$ cat src/rtl/ireg_pkg.sv
package ireg_pkg;
    localparam int CSR_AW = 8;
    localparam int CSR_DW = 64;

    localparam logic [CSR_AW-1:0] OFF_DESC = 8'h08;
    localparam logic [CSR_AW-1:0] OFF_CMD  = 8'h10;
    localparam logic [CSR_AW-1:0] OFF_STAT = 8'h18;

    localparam int CMD_OP_HI   = 63;
    localparam int CMD_OP_LO   = 62;
    localparam int CMD_ADDR_LO = 32;
    localparam int STAT_DONE   = 32;

    typedef enum logic [1:0] {
        OP_IDLE  = 2'd0,
        OP_READ  = 2'd1,
        OP_WRITE = 2'd2,
        OP_RSVD  = 2'd3
    } op_e;
endpackage

$ cat src/rtl/ireg_desc_word.sv
module ireg_desc_word #(
    parameter bit          LSB_FIRST = 1'b0,
    parameter int          WORD_BITS = 32,
    parameter int          NUM_SEL   = 1,
    parameter bit          CPOL      = 1'b0,
    parameter bit          CPHA      = 1'b0,
    parameter logic [15:0] PERIPH_ID = 16'h3A5C
) (
    output logic [63:0] desc
);
    localparam logic [5:0] WIDTH_F = WORD_BITS[5:0];
    localparam logic [5:0] SEL_F   = NUM_SEL[5:0];

    always_comb begin
        desc        = '0;
        desc[1]     = LSB_FIRST;
        desc[7:2]   = WIDTH_F;
        desc[13:8]  = SEL_F;
        desc[14]    = CPOL;
        desc[15]    = CPHA;
        desc[47:32] = PERIPH_ID;
    end
endmodule

$ cat src/rtl/ireg_cmd_engine.sv
module ireg_cmd_engine
    import ireg_pkg::*;
#(
    parameter int ADDR_W = 13,
    parameter int DATA_W = 32
) (
    input  logic              clk,
    input  logic              rst_n,
    input  logic              cmd_wr,
    input  logic [1:0]        cmd_op,
    input  logic [ADDR_W-1:0] cmd_addr,
    input  logic [DATA_W-1:0] cmd_data,
    output logic              done,
    output logic [DATA_W-1:0] rdata,
    output logic              bus_req,
    output logic              bus_we,
    output logic [ADDR_W-1:0] bus_addr,
    output logic [DATA_W-1:0] bus_wdata,
    input  logic              bus_ack,
    input  logic [DATA_W-1:0] bus_rdata
);
    typedef struct packed {
        logic              busy;
        logic              done;
        logic              we;
        logic [ADDR_W-1:0] addr;
        logic [DATA_W-1:0] wdata;
        logic [DATA_W-1:0] rdata;
    } eng_t;

    eng_t st_q, st_d;
    logic launch;

    always_comb begin
        st_d   = st_q;
        launch = cmd_wr && !st_q.busy &&
                 (cmd_op == OP_READ || cmd_op == OP_WRITE);
        if (st_q.busy) begin
            if (bus_ack) begin
                st_d.busy = 1'b0;
                st_d.done = 1'b1;
                if (!st_q.we) st_d.rdata = bus_rdata;
            end
        end else if (launch) begin
            st_d.busy  = 1'b1;
            st_d.done  = 1'b0;
            st_d.we    = (cmd_op == OP_WRITE);
            st_d.addr  = cmd_addr;
            st_d.wdata = cmd_data;
        end
    end

    always_ff @(posedge clk or negedge rst_n) begin
        if (!rst_n) st_q <= '0;
        else        st_q <= st_d;
    end

    assign done      = st_q.done;
    assign rdata     = st_q.rdata;
    assign bus_req   = st_q.busy;
    assign bus_we    = st_q.we;
    assign bus_addr  = st_q.addr;
    assign bus_wdata = st_q.wdata;


    req_hold_chk: assert property (@(posedge clk) disable iff (!rst_n)
        (bus_req && !bus_ack) |=> (bus_req && $stable(bus_addr) &&
                                   $stable(bus_we) && $stable(bus_wdata)));

    done_after_ack_chk: assert property (@(posedge clk) disable iff (!rst_n)
        (bus_req && bus_ack) |=> (done && !bus_req));

    done_clear_chk: assert property (@(posedge clk) disable iff (!rst_n)
        (cmd_wr && !bus_req && (cmd_op == OP_READ || cmd_op == OP_WRITE))
        |=> (!done && bus_req));

    rdata_hold_chk: assert property (@(posedge clk) disable iff (!rst_n)
        !(bus_req && bus_ack && !bus_we) |=> $stable(rdata));

    idle_op_chk: assert property (@(posedge clk) disable iff (!rst_n)
        (!bus_req && cmd_wr && (cmd_op == OP_IDLE || cmd_op == OP_RSVD))
        |=> (!bus_req && $stable(done)));

    no_relaunch_chk: assert property (@(posedge clk) disable iff (!rst_n)
        (bus_req && !bus_ack && cmd_wr) |=> (bus_req && $stable(bus_addr)));
endmodule

$ cat src/rtl/ireg_read_mux.sv
module ireg_read_mux
    import ireg_pkg::*;
#(
    parameter int DATA_W = 32
) (
    input  logic [CSR_AW-1:0] addr,
    input  logic [63:0]       desc,
    input  logic              done,
    input  logic [DATA_W-1:0] rdata,
    output logic [CSR_DW-1:0] q
);
    always_comb begin
        q = '0;
        unique case (addr)
            OFF_DESC: q = desc;
            OFF_STAT: begin
                q[DATA_W-1:0] = rdata;
                q[STAT_DONE]  = done;
            end
            default:  q = '0;
        endcase
    end
endmodule

$ cat src/rtl/ireg_bridge.sv
module ireg_bridge
    import ireg_pkg::*;
#(
    parameter int          ADDR_W    = 13,
    parameter int          DATA_W    = 32,
    parameter bit          LSB_FIRST = 1'b0,
    parameter int          WORD_BITS = 32,
    parameter int          NUM_SEL   = 1,
    parameter bit          CPOL      = 1'b0,
    parameter bit          CPHA      = 1'b0,
    parameter logic [15:0] PERIPH_ID = 16'h3A5C
) (
    input  logic              clk,
    input  logic              rst_n,
    input  logic              csr_wr,
    input  logic [7:0]        csr_addr,
    input  logic [63:0]       csr_wdata,
    output logic [63:0]       csr_rdata,
    output logic              bus_req,
    output logic              bus_we,
    output logic [ADDR_W-1:0] bus_addr,
    output logic [DATA_W-1:0] bus_wdata,
    input  logic              bus_ack,
    input  logic [DATA_W-1:0] bus_rdata
);
    localparam int ADDR_HI = CMD_ADDR_LO + ADDR_W - 1;

    logic [63:0]       desc;
    logic              done;
    logic [DATA_W-1:0] rdata;
    logic              cmd_wr;
    logic              unused_bits;

    assign cmd_wr      = csr_wr && (csr_addr == OFF_CMD);
    assign unused_bits = ^csr_wdata[CMD_OP_LO-1:ADDR_HI+1];

    ireg_desc_word #(
        .LSB_FIRST(LSB_FIRST), .WORD_BITS(WORD_BITS), .NUM_SEL(NUM_SEL),
        .CPOL(CPOL), .CPHA(CPHA), .PERIPH_ID(PERIPH_ID)
    ) u_desc (
        .desc(desc)
    );

    ireg_cmd_engine #(.ADDR_W(ADDR_W), .DATA_W(DATA_W)) u_eng (
        .clk      (clk),
        .rst_n    (rst_n),
        .cmd_wr   (cmd_wr),
        .cmd_op   (csr_wdata[CMD_OP_HI:CMD_OP_LO]),
        .cmd_addr (csr_wdata[ADDR_HI:CMD_ADDR_LO]),
        .cmd_data (csr_wdata[DATA_W-1:0]),
        .done     (done),
        .rdata    (rdata),
        .bus_req  (bus_req),
        .bus_we   (bus_we),
        .bus_addr (bus_addr),
        .bus_wdata(bus_wdata),
        .bus_ack  (bus_ack),
        .bus_rdata(bus_rdata)
    );

    ireg_read_mux #(.DATA_W(DATA_W)) u_mux (
        .addr (csr_addr),
        .desc (desc),
        .done (done),
        .rdata(rdata),
        .q    (csr_rdata)
    );


    reset_idle_chk: assert property (@(posedge clk)
        $rose(rst_n) |-> (!bus_req && !done));
endmodule

$ cat config.mk
export PLATFORM = sky130hd
export DESIGN_NAME = ireg_bridge
export DESIGN_NICKNAME = d
export VERILOG_FILES = /design/src/rtl/ireg_pkg.sv /design/src/rtl/ireg_desc_word.sv /design/src/rtl/ireg_cmd_engine.sv /design/src/rtl/ireg_read_mux.sv /design/src/rtl/ireg_bridge.sv
export SDC_FILE = /design/constraint.sdc
export NUM_CORES = 1
export LEC_CHECK = 0
export ABC_AREA = 1
export BUFFER_PORTS_ARGS = -buffer_cell sky130_fd_sc_hd__buf_2
export CORE_UTILIZATION = 35
export DETAILED_ROUTE_END_ITERATION = 10
export HOLD_SLACK_MARGIN = 0.15
export PLACE_DENSITY = 0.63
export SYNTH_ARGS = -nofsm -noshare
export SYNTH_HDL_FRONTEND = slang
export SYNTH_HIERARCHICAL = 1
export SYNTH_SLANG_ARGS = --single-unit
$ cat constraint.sdc
create_clock -name clk -period 1.19 [get_ports clk]
set_input_delay 0.1785 -clock clk [delete_from_list [all_inputs] [get_ports clk]]
set_output_delay 0.1785 -clock clk [all_outputs]
set_load 0.02 [all_outputs]
# After elaboration in Yosys (flattened, before gate mapping)
# Cells that the tools add are included.
totals:
  ff_bits: 80
  input_bits: 108
  output_inout_bits: 111
  wordCells: 28
op_classes:
  eq_ne: 6
  mux: 5
  bitwise: 2
  reduce_logical: 9
op_table:
  columns: ["op", "n"]
  rows:
  - ["33-bit one-hot mux with 2 select lines", 1]
  - ["48-bit 2-to-1 mux", 1]
  - ["8-bit by 5-bit == test with 1-bit output (second input constant)", 2]
  - ["13-bit 2-to-1 mux", 1]
  - ["8-bit by 4-bit == test with 1-bit output (second input constant)", 1]
  - ["2-bit 2-to-1 mux", 2]
  - ["2-bit AND reduction", 2]
  - ["1-bit logical AND", 3]
  - ["3-bit AND reduction", 1]
  - ["2-bit by 1-bit == test with 1-bit output (second input constant)", 1]
  - ["2-bit == test (second input constant)", 1]
  - ["2-bit != test (second input constant)", 1]
  - ["1-bit NOT", 2]
  - ["2-bit nonzero test", 1]
  - ["1-bit zero test", 1]
  - ["1-bit logical OR", 1]

# Depth between registers and ports, before layout
# Gate-level depths: netlist of run 1.
depth:
  depth_word: 6
  ltp_mapped: 9
  ltp_nobuf: 7

# Hierarchy
# The synthesis of run 1 kept the hierarchy.
modules_own_cells:
  columns: ["module", "n_inst", "cells_per_inst", "area_per_inst_um2", "seq_area_each_um2"]
  rows:
  - ["ireg_cmd_engine", 1, 354, 3229.3, 2001.9]
  - ["ireg_read_mux", 1, 193, 852.1, 0.0]
  - ["ireg_desc_word", 1, 66, 488.0, 0.0]
  - ["ireg_bridge", 1, 8, 35.0, 0.0]

# Worst setup path after synthesis of run 1
# Ideal clock, no wire load.
synth_path:
  kind: "input to output"
  startpoint: "in csr_addr[6]"
  endpoint: "out csr_rdata[34]"
  t_arrival_ns: 1.018
  setup_slack_ns: -0.007
  stages: 6
  path_cell_list: "inv_1 -> nand2_1 -> nor2_4 -> nand2_1 -> buf_2 -> nor2_1"
synth_between:
  elab_chain_cells: 2
synth_lines:
  columns: ["element", "line", "rtl"]
  rows:
  - ["start: declaration", "ireg_bridge.sv:16", "input logic [7:0] csr_addr,"]
  - ["8-bit by 4-bit == test with 1-bit output", "ireg_read_mux.sv:14", "unique case (addr)"]
  - ["13-bit 2-to-1 mux", "ireg_read_mux.sv:14", null]
  - ["end: declaration", "ireg_bridge.sv:18", "output logic [63:0] csr_rdata,"]
# Every way passes these cells.

# Worst setup path after layout of run 1
layout_path:
  startpoint: "in csr_addr[1]"
  endpoint: "out csr_rdata[4]"
layout_between:
  elab_chain_cells: 2
  word_cells_on_any_way: 3
layout_lines:
  columns: ["element", "line"]
  rows:
  - ["8-bit by 5-bit == test with 1-bit output / 8-bit by 4-bit == test with 1-bit output (equally long branches)", "ireg_read_mux.sv:14"]
  - ["33-bit one-hot mux with 2 select lines (*)", "ireg_read_mux.sv:14"]
# Mark *: on every way between the ends. The rest lies on a longest branch, timed or not.

==> key figures, run 1 <==
Status
  • Status: complete, but fails checks
  • Failing checks: negative setup slack

Clock tree
  • CTS tree: built
  • Bufs on Longest Clock Path: 2
  • Clock slew at reported path FFs: 60 ps
  • CTS HTree Levels: 3
  • CTS Root Cell: clkbuf_16
  • Clock latency on the worst-skew pair: 340 ps
  • CTS buffer count: 9
  • Clock sink count: 80

Critical path
  • Reg-to-reg endpoint: u_eng/bus_wdata[12]
  • CP Class: input port to primary output
  • Worst Setup EP: csr_rdata[4]
  • Crit-path slowest cell: clkbuf_16
  • Worst r2r path cells: 6
  • Crit. End Element: primary output
  • Cell family with most CP delay: buffers and inverters
  • Crit start category: input port
  • Most frequent CP cell: buf_6
  • Slowest stage delay, CP: 170 ps
  • CP required: 1010 ps
  • CP arrival: 1140 ps
  • CP Cell Sequence: buf_6 -> inv_2 -> nand2_2 -> nor2_4 -> buf_6 -> clkbuf_16 -> nand3_2 -> nand2_2 -> buf_6
  • Buf+Inv Stages, Crit Path: 5
  • CP Max Fanout: 6
  • Reg-to-reg startpoint: u_eng/bus_req
  • Crit path from: csr_addr[1]
  • FF-to-FF setup slack: -20 ps
  • Levels on crit path: 9

Finish
  • Diodes inserted: 0
  • Area Growth Syn to Fin: 80.5%
  • Layout cell share with drive strength beyond 1: 44.7%
  • Most common cell after layout, fill and taps aside: nand2_1
  • Cell Count, Final, Fillers Out: 1089
  • Commonest non-fill, non-tap cells in the layout: 139 x nand2_1, 127 x buf_2, 79 x dlygate4sd3_1, 79 x dfrtp_1, 71 x nand2_2
  • NumNets Final: 1021

Power
  • Switching part of the total: 26.5%
  • Logic pwr share: 15.4%
  • PwrDens: 859 mW/mm2
  • Worst ir drop on vdd: 0.593 mV
  • Sequential Power Share: 42.0%
  • Internal power: 5.25 mW
  • Design Power: 7.14 mW
  • Switch Pwr: 1.89 mW
  • Clk network pwr share: 42.6%
  • Leakage: 4.35 nW

Detailed routing
  • 1st-iter DRT viols: 367
  • Via count: 5136
  • Post-route DRC: 0
  • Post-DR vias/cell: 4.72
  • WL per Instance: 16.4 um
  • Drt first pass iters: 5
  • Routed WL: 17800 um
  • Routed Antenna Nets: 0

Global routing
  • Gr ovfl total: 0
  • First-pass GRT wire length: 22200 um
  • Gr usage total: 21.3%
  • Initial antenna violation count: 0
  • Largest net degree at the start of global routing: 40
  • Vias in the first global route: 4658

Flow run
  • Max-Cap Viols: 0

Placement
  • RePlAce Congestion: 0.704
  • DP Wirelength: 8200 um
  • Placed cells: 960
  • Port bufs: 178

STA
  • Setup ws final: -130 ps
  • # setup viols final: 50
  • Clk_skew: 5.16 ps
  • Max Clock Freq: 758 MHz
  • Slew Limit Fails: 0
  • RSZ-0062 raised after global routing: yes
  • Fin crit period: 1320 ps
  • Final period util: 111%
  • Fin. Hold Viols: 0

Die
  • Core Box Area: 0.0127 mm2
  • Initial core utilization: 36.2%
  • Boundary pin count: 219
  • Die Span X: 117 um
  • Die Footprint: 0.0136 mm2
  • FP Rows: 41
  • Die Height: 117 um

Yosys
  • Yosys reg bits: 80
  • Avg Cell Area, Syn: 7.41 um2
  • Largest area contributor in the netlist: dfrtp_1
  • Cell count after synthesis: 621
  • Unique masters post-synth: 17
  • Post-Synthesis Cell Area: 0.00460 mm2
  • Yosys warns: 6
  • Leading post-synthesis cells by cell area: dfrtp_1 43%, nand2_1 19%, buf_4 13%, nand3_1 7.4%, nand4_1 6.3%
  • Post-synth top area share: 43.5%
  • Seq/Total Area, Yosys: 43.5%

Hold path
  • Hold crit path type: input port to flip-flop
-- worst reg2reg max path, cell delays in order (launching register included) --
cell and delay [ps]:
dfrtp_1 390, buf_6 140, inv_8 70, nand3_4 150
clkbuf_16 240, nand2_2 60, nand2_1 50
-- state kept, by name (all words and copies together), names as in the netlist --
signal           cells
u_eng/bus_addr      13
u_eng/bus_req        1
u_eng/bus_wdata     32
u_eng/bus_we         1
u_eng/done           1
u_eng/rdata         32
-- cell type report --
| type | instances | area [um2] |
|---|---|---|
| clock buffers | 9 | 225 |
| clock inverters | 7 | 96.3 |
| fillers | 981 | 4410 |
| inverters | 46 | 185 |
| multi-input cells | 453 | 2660 |
| flip-flops and latches | 80 | 2000 |
| well taps | 172 | 215 |
| repair buffers | 322 | 2920 |
-- stage by stage --
step / utilization [%] / instance area, um2 / setup slack [ps] / hold WS, ps / TNS (ps)
global placement: 44.0 / 5600 / -174 / 73.9 / -14850
global route: 65.3 / 8310 / -162 / 254 / -6400
finish: 65.3 / 8310 / -130 / 239 / -3400
floorplan: - / 4840 / -6.54 / -117 / -52.3
CTS: 56.6 / 7190 / -67.9 / 224 / -1670
detailed placement: 44.0 / 5600 / -174 / 78.6 / -16430
-- cell usage after synthesis, drive strengths merged --
cell,number
inv,46
clkbuf,3
conb,2
nand2,230
nand3b,1
nand3,69
o21ai,1
dfrtp,80
buf,103
nor2,39
nand4,46
ha,1
-- kinds of logic (layout without fill, tap and decap cells) --
family          after synthesis  in the layout  synth area share, %
simple gates                385            387                 36.4
buf+inv                     152            384                 19.6
flops                        80             80                 43.5
other cells                   2             64                0.163
fa+ha+maj                     1              1                0.272
compound gates                1              1                0.109
-- worst min path at each step --
stage                              to     startpoint  slack, ps  cells past startpoint
floorplan           u_eng/bus_addr[0]          rst_n       -120                      0
global placement       u_eng/rdata[2]          rst_n         70                      1
detailed placement    u_eng/rdata[28]          rst_n         80                      1
CTS                      u_eng/bus_we  csr_wdata[63]        220                      4
global route             u_eng/bus_we  csr_wdata[63]        250                      4
finish                   u_eng/bus_we  csr_wdata[63]        240                      4
-- power groups by stage --
stage / Combinational, mW / Clock (mW) / Sequential, mW
6_report: 1.10 / 3.04 / 3.00
5_1_grt: 1.20 / 3.22 / 3.01
4_1_cts: 0.940 / 3.08 / 2.94
3_5_place_dp: 0.687 / 0 / 2.99
3_3_place_gp: 0.676 / 0 / 2.99
2_1_floorplan: 0.427 / 0 / 3.03
-- timing repair --
| action | in CTS | in global routing |
|---|---|---|
| hold buffers | 79 | 0 |
| endpoints found under the hold margin | 158 | 0 |
| setup endpoints to repair | 75 | 119 |
| buffers inserted | 12 | 5 |
| gates cloned | 3 | 15 |
| gates resized for setup | 113 | 197 |
| pin swaps | 8 | 41 |
-- layer usage --
metal	track usage (%)	share of wire [%]	vias up	wire [um]
met5	0	0	-	0
li1	-	-	2414	-
met3	5.50	7.0	61	1260
met1	24.6	37	2398	6640
met4	8.27	3.8	0	680
met2	37.7	52	263	9250
Power figures use the tool's default switching activity.
==> run 2: changes to the inputs <==
Settings changed: PLACE_DENSITY 0.63 to 0.67, SYNTH_HIERARCHICAL 1 to default.
==> key figures, run 2 <==
Flow run
  • Max-Cap Viols: 0

Detailed routing
  • Via count: 3944
  • Post-route DRC: 0
  • Post-DR vias/cell: 4.67
  • WL per Instance: 16.2 um
  • Routed WL: 13700 um
  • 1st-iter DRT viols: 196
  • Drt first pass iters: 4
  • Routed Antenna Nets: 0

Yosys
  • Leading post-synthesis cells by cell area: dfrtp_1 54%, nand2_1 11%, buf_4 8.1%, nor2_1 6.8%, nand3_1 6.6%
  • Unique masters post-synth: 18
  • Largest area contributor in the netlist: dfrtp_1
  • Most common library cells after synthesis: 104 x nand2_1, 80 x dfrtp_1, 67 x nor2_1
  • Avg Cell Area, Syn: 8.46 um2
  • Yosys warns: 0
  • Yosys reg bits: 80
  • Seq/Total Area, Yosys: 54.3%
  • FFs w/ async S/R, synth: 100%
  • Cell count after synthesis: 436
  • Count leader, synth: nand2_1
  • EDFF count, synth: 0
  • Post-Synthesis Cell Area: 0.00369 mm2
  • Post-synth top area share: 54.3%
  • Most used DFF post-synth: dfrtp_1

Die
  • Core Box Area: 0.0103 mm2
  • Initial core utilization: 35.9%
  • Die Height: 105 um
  • FP Rows: 37
  • Die Span X: 105 um
  • Die Footprint: 0.0110 mm2
  • Boundary pin count: 219

Clock tree
  • Clock slew at reported path FFs: 80 ps
  • CTS HTree Levels: 3
  • Bufs on Longest Clock Path: 2
  • CTS tree: built
  • Clock sink count: 80
  • Clock latency on the worst-skew pair: 340 ps
  • CTS Root Cell: clkbuf_8
  • CTS buffer count: 9

Critical path
  • Crit. End Element: primary output
  • CP arrival: 1140 ps
  • Crit start category: input port
  • CP Max Fanout: 16
  • CP Class: input port to primary output
  • Worst r2r path cells: 5
  • CP required: 1010 ps

Finish
  • Layout cell share with drive strength beyond 1: 47.2%
  • Cell Count, Final, Fillers Out: 844
  • Area Growth Syn to Fin: 83.1%
  • NumNets Final: 812
  • Fillers: 740
  • Area of the multi-input gates: 0.00176 mm2
  • Diodes inserted: 0
  • Reg area: 0.00200 mm2
  • Fin area: 0.00676 mm2
  • Most common cell after layout, fill and taps aside: buf_2
  • Fin util: 65.7%
  • Commonest non-fill, non-tap cells in the layout: 139 x buf_2, 92 x nand2_1, 79 x dlygate4sd3_1, 79 x dfrtp_1, 53 x nor2_4

STA
  • Setup ws final: -131 ps
  • Clk_skew: 6.30 ps
  • Slew Limit Fails: 0
  • Fin. Hold Viols: 0
  • Final period util: 111%
  • RSZ-0062 raised after global routing: yes
  • Max Clock Freq: 757 MHz
  • Worst hold margin: 195 ps
  • # setup viols final: 104
  • Fin crit period: 1320 ps

Power
  • Worst ir drop on vdd: 0.526 mV
  • PwrDens: 940 mW/mm2
  • Leakage: 3.65 nW

Hold path
  • Hold crit path type: input port to flip-flop
  • Hold depth: 4

Global routing
  • Initial antenna violation count: 0
  • Vias in the first global route: 3776
  • Gr usage total: 20.8%
  • First-pass GRT wire length: 17900 um
  • Largest net degree at the start of global routing: 32
  • Gr ovfl total: 0

Status
  • Failing checks: negative setup slack
  • Status: complete, but fails checks

Placement
  • Port bufs: 178
  • Placed Area: 0.00462 mm2
  • Placed cells: 734
  • DP Wirelength: 6390 um
  • RePlAce Congestion: 0.783
run 2: cell count changes after synthesis, sizes merged, moves of 2 or more:
| cell | previous run | this run |
|---|---|---|
| nand2 | 230 | 104 |
| buf | 103 | 53 |
| nand4 | 46 | 1 |
| a21oi | 0 | 30 |
| nor2 | 39 | 69 |
| nand3 | 69 | 49 |
| inv | 46 | 42 |
| o21ai | 1 | 3 |
run 2: final timing paths:
path                                     from  slack [ps]            endpoint
setup / recovery                  csr_addr[6]        -130       csr_rdata[31]
hold / removal                        bus_ack         200          u_eng.done
setup reg to reg                u_eng.bus_req        -110      u_eng.rdata[9]
hold reg to reg            u_eng.bus_addr[12]         470  u_eng.bus_addr[12]
max in group asynchronous               rst_n         490   u_eng.bus_addr[5]
min in group asynchronous               rst_n         240     u_eng.rdata[20]
run 2: stage by stage:
step           setup WS, ps  total power, mW  TNS, ps
3_3_place_gp           -188             3.58   -13480
3_5_place_dp           -209             3.60   -14790
4_1_cts               -71.2             6.22    -2430
5_1_grt                -204             6.62   -13220
2_1_floorplan         -33.9             3.32    -1670
6_report               -131             6.35    -5320
run 2: area by class of cell:
type	count	area share, %
Sequential cell	80	29.7
Multi-Input combinational cell	281	26.0
Clock inverter	6	1.59
Tap cell	136	2.52
Inverter	42	2.41
Clock buffer	10	1.89
Timing Repair Buffer	289	35.9
run 2: timing repair:
item | CTS | global route
endpoints found under the hold margin | 158 | 0
gates resized for setup | 80 | 151
pin swaps | 1 | 4
buffers inserted | 2 | 2
gates cloned | 4 | 7
endpoints found under the setup margin | 113 | 120
hold buffers | 79 | 0
run 2: cell families after synthesis:
kind of cell             Yosys count  share of synthesized area, %
AND/OR/NAND/NOR                  224                          24.7
buffers and inverters             97                          16.1
flip-flops                        80                          54.3
AO/OA/AOI/OAI                     33                          4.48
adder cells (fa/ha/maj)            1                         0.339
other                              1                         0.102
run 2: critical path, cell delays in order:
cell and delay, ps:
buf_6 90, inv_2 60, nand4_1 140, nor2_4 140
inv_4 70, buf_12 160, nor2_1 130, buf_4 160
run 2: layer usage:
| metal | up-vias | global-route usage (%) | part of all wire, % |
|---|---|---|---|
| met5 | - | 0 | 0 |
| met4 | 0 | 5.73 | 1.7 |
| met3 | 20 | 4.99 | 6.9 |
| met2 | 203 | 37.3 | 54 |
| met1 | 1897 | 24.7 | 38 |
| li1 | 1824 | - | - |
run 2: where the power goes:
group,switching [mW],internal (mW)
Sequential,0.0675,2.86
Combinational,0.566,0.472
Clock,0.990,1.39
Total,1.62,4.72
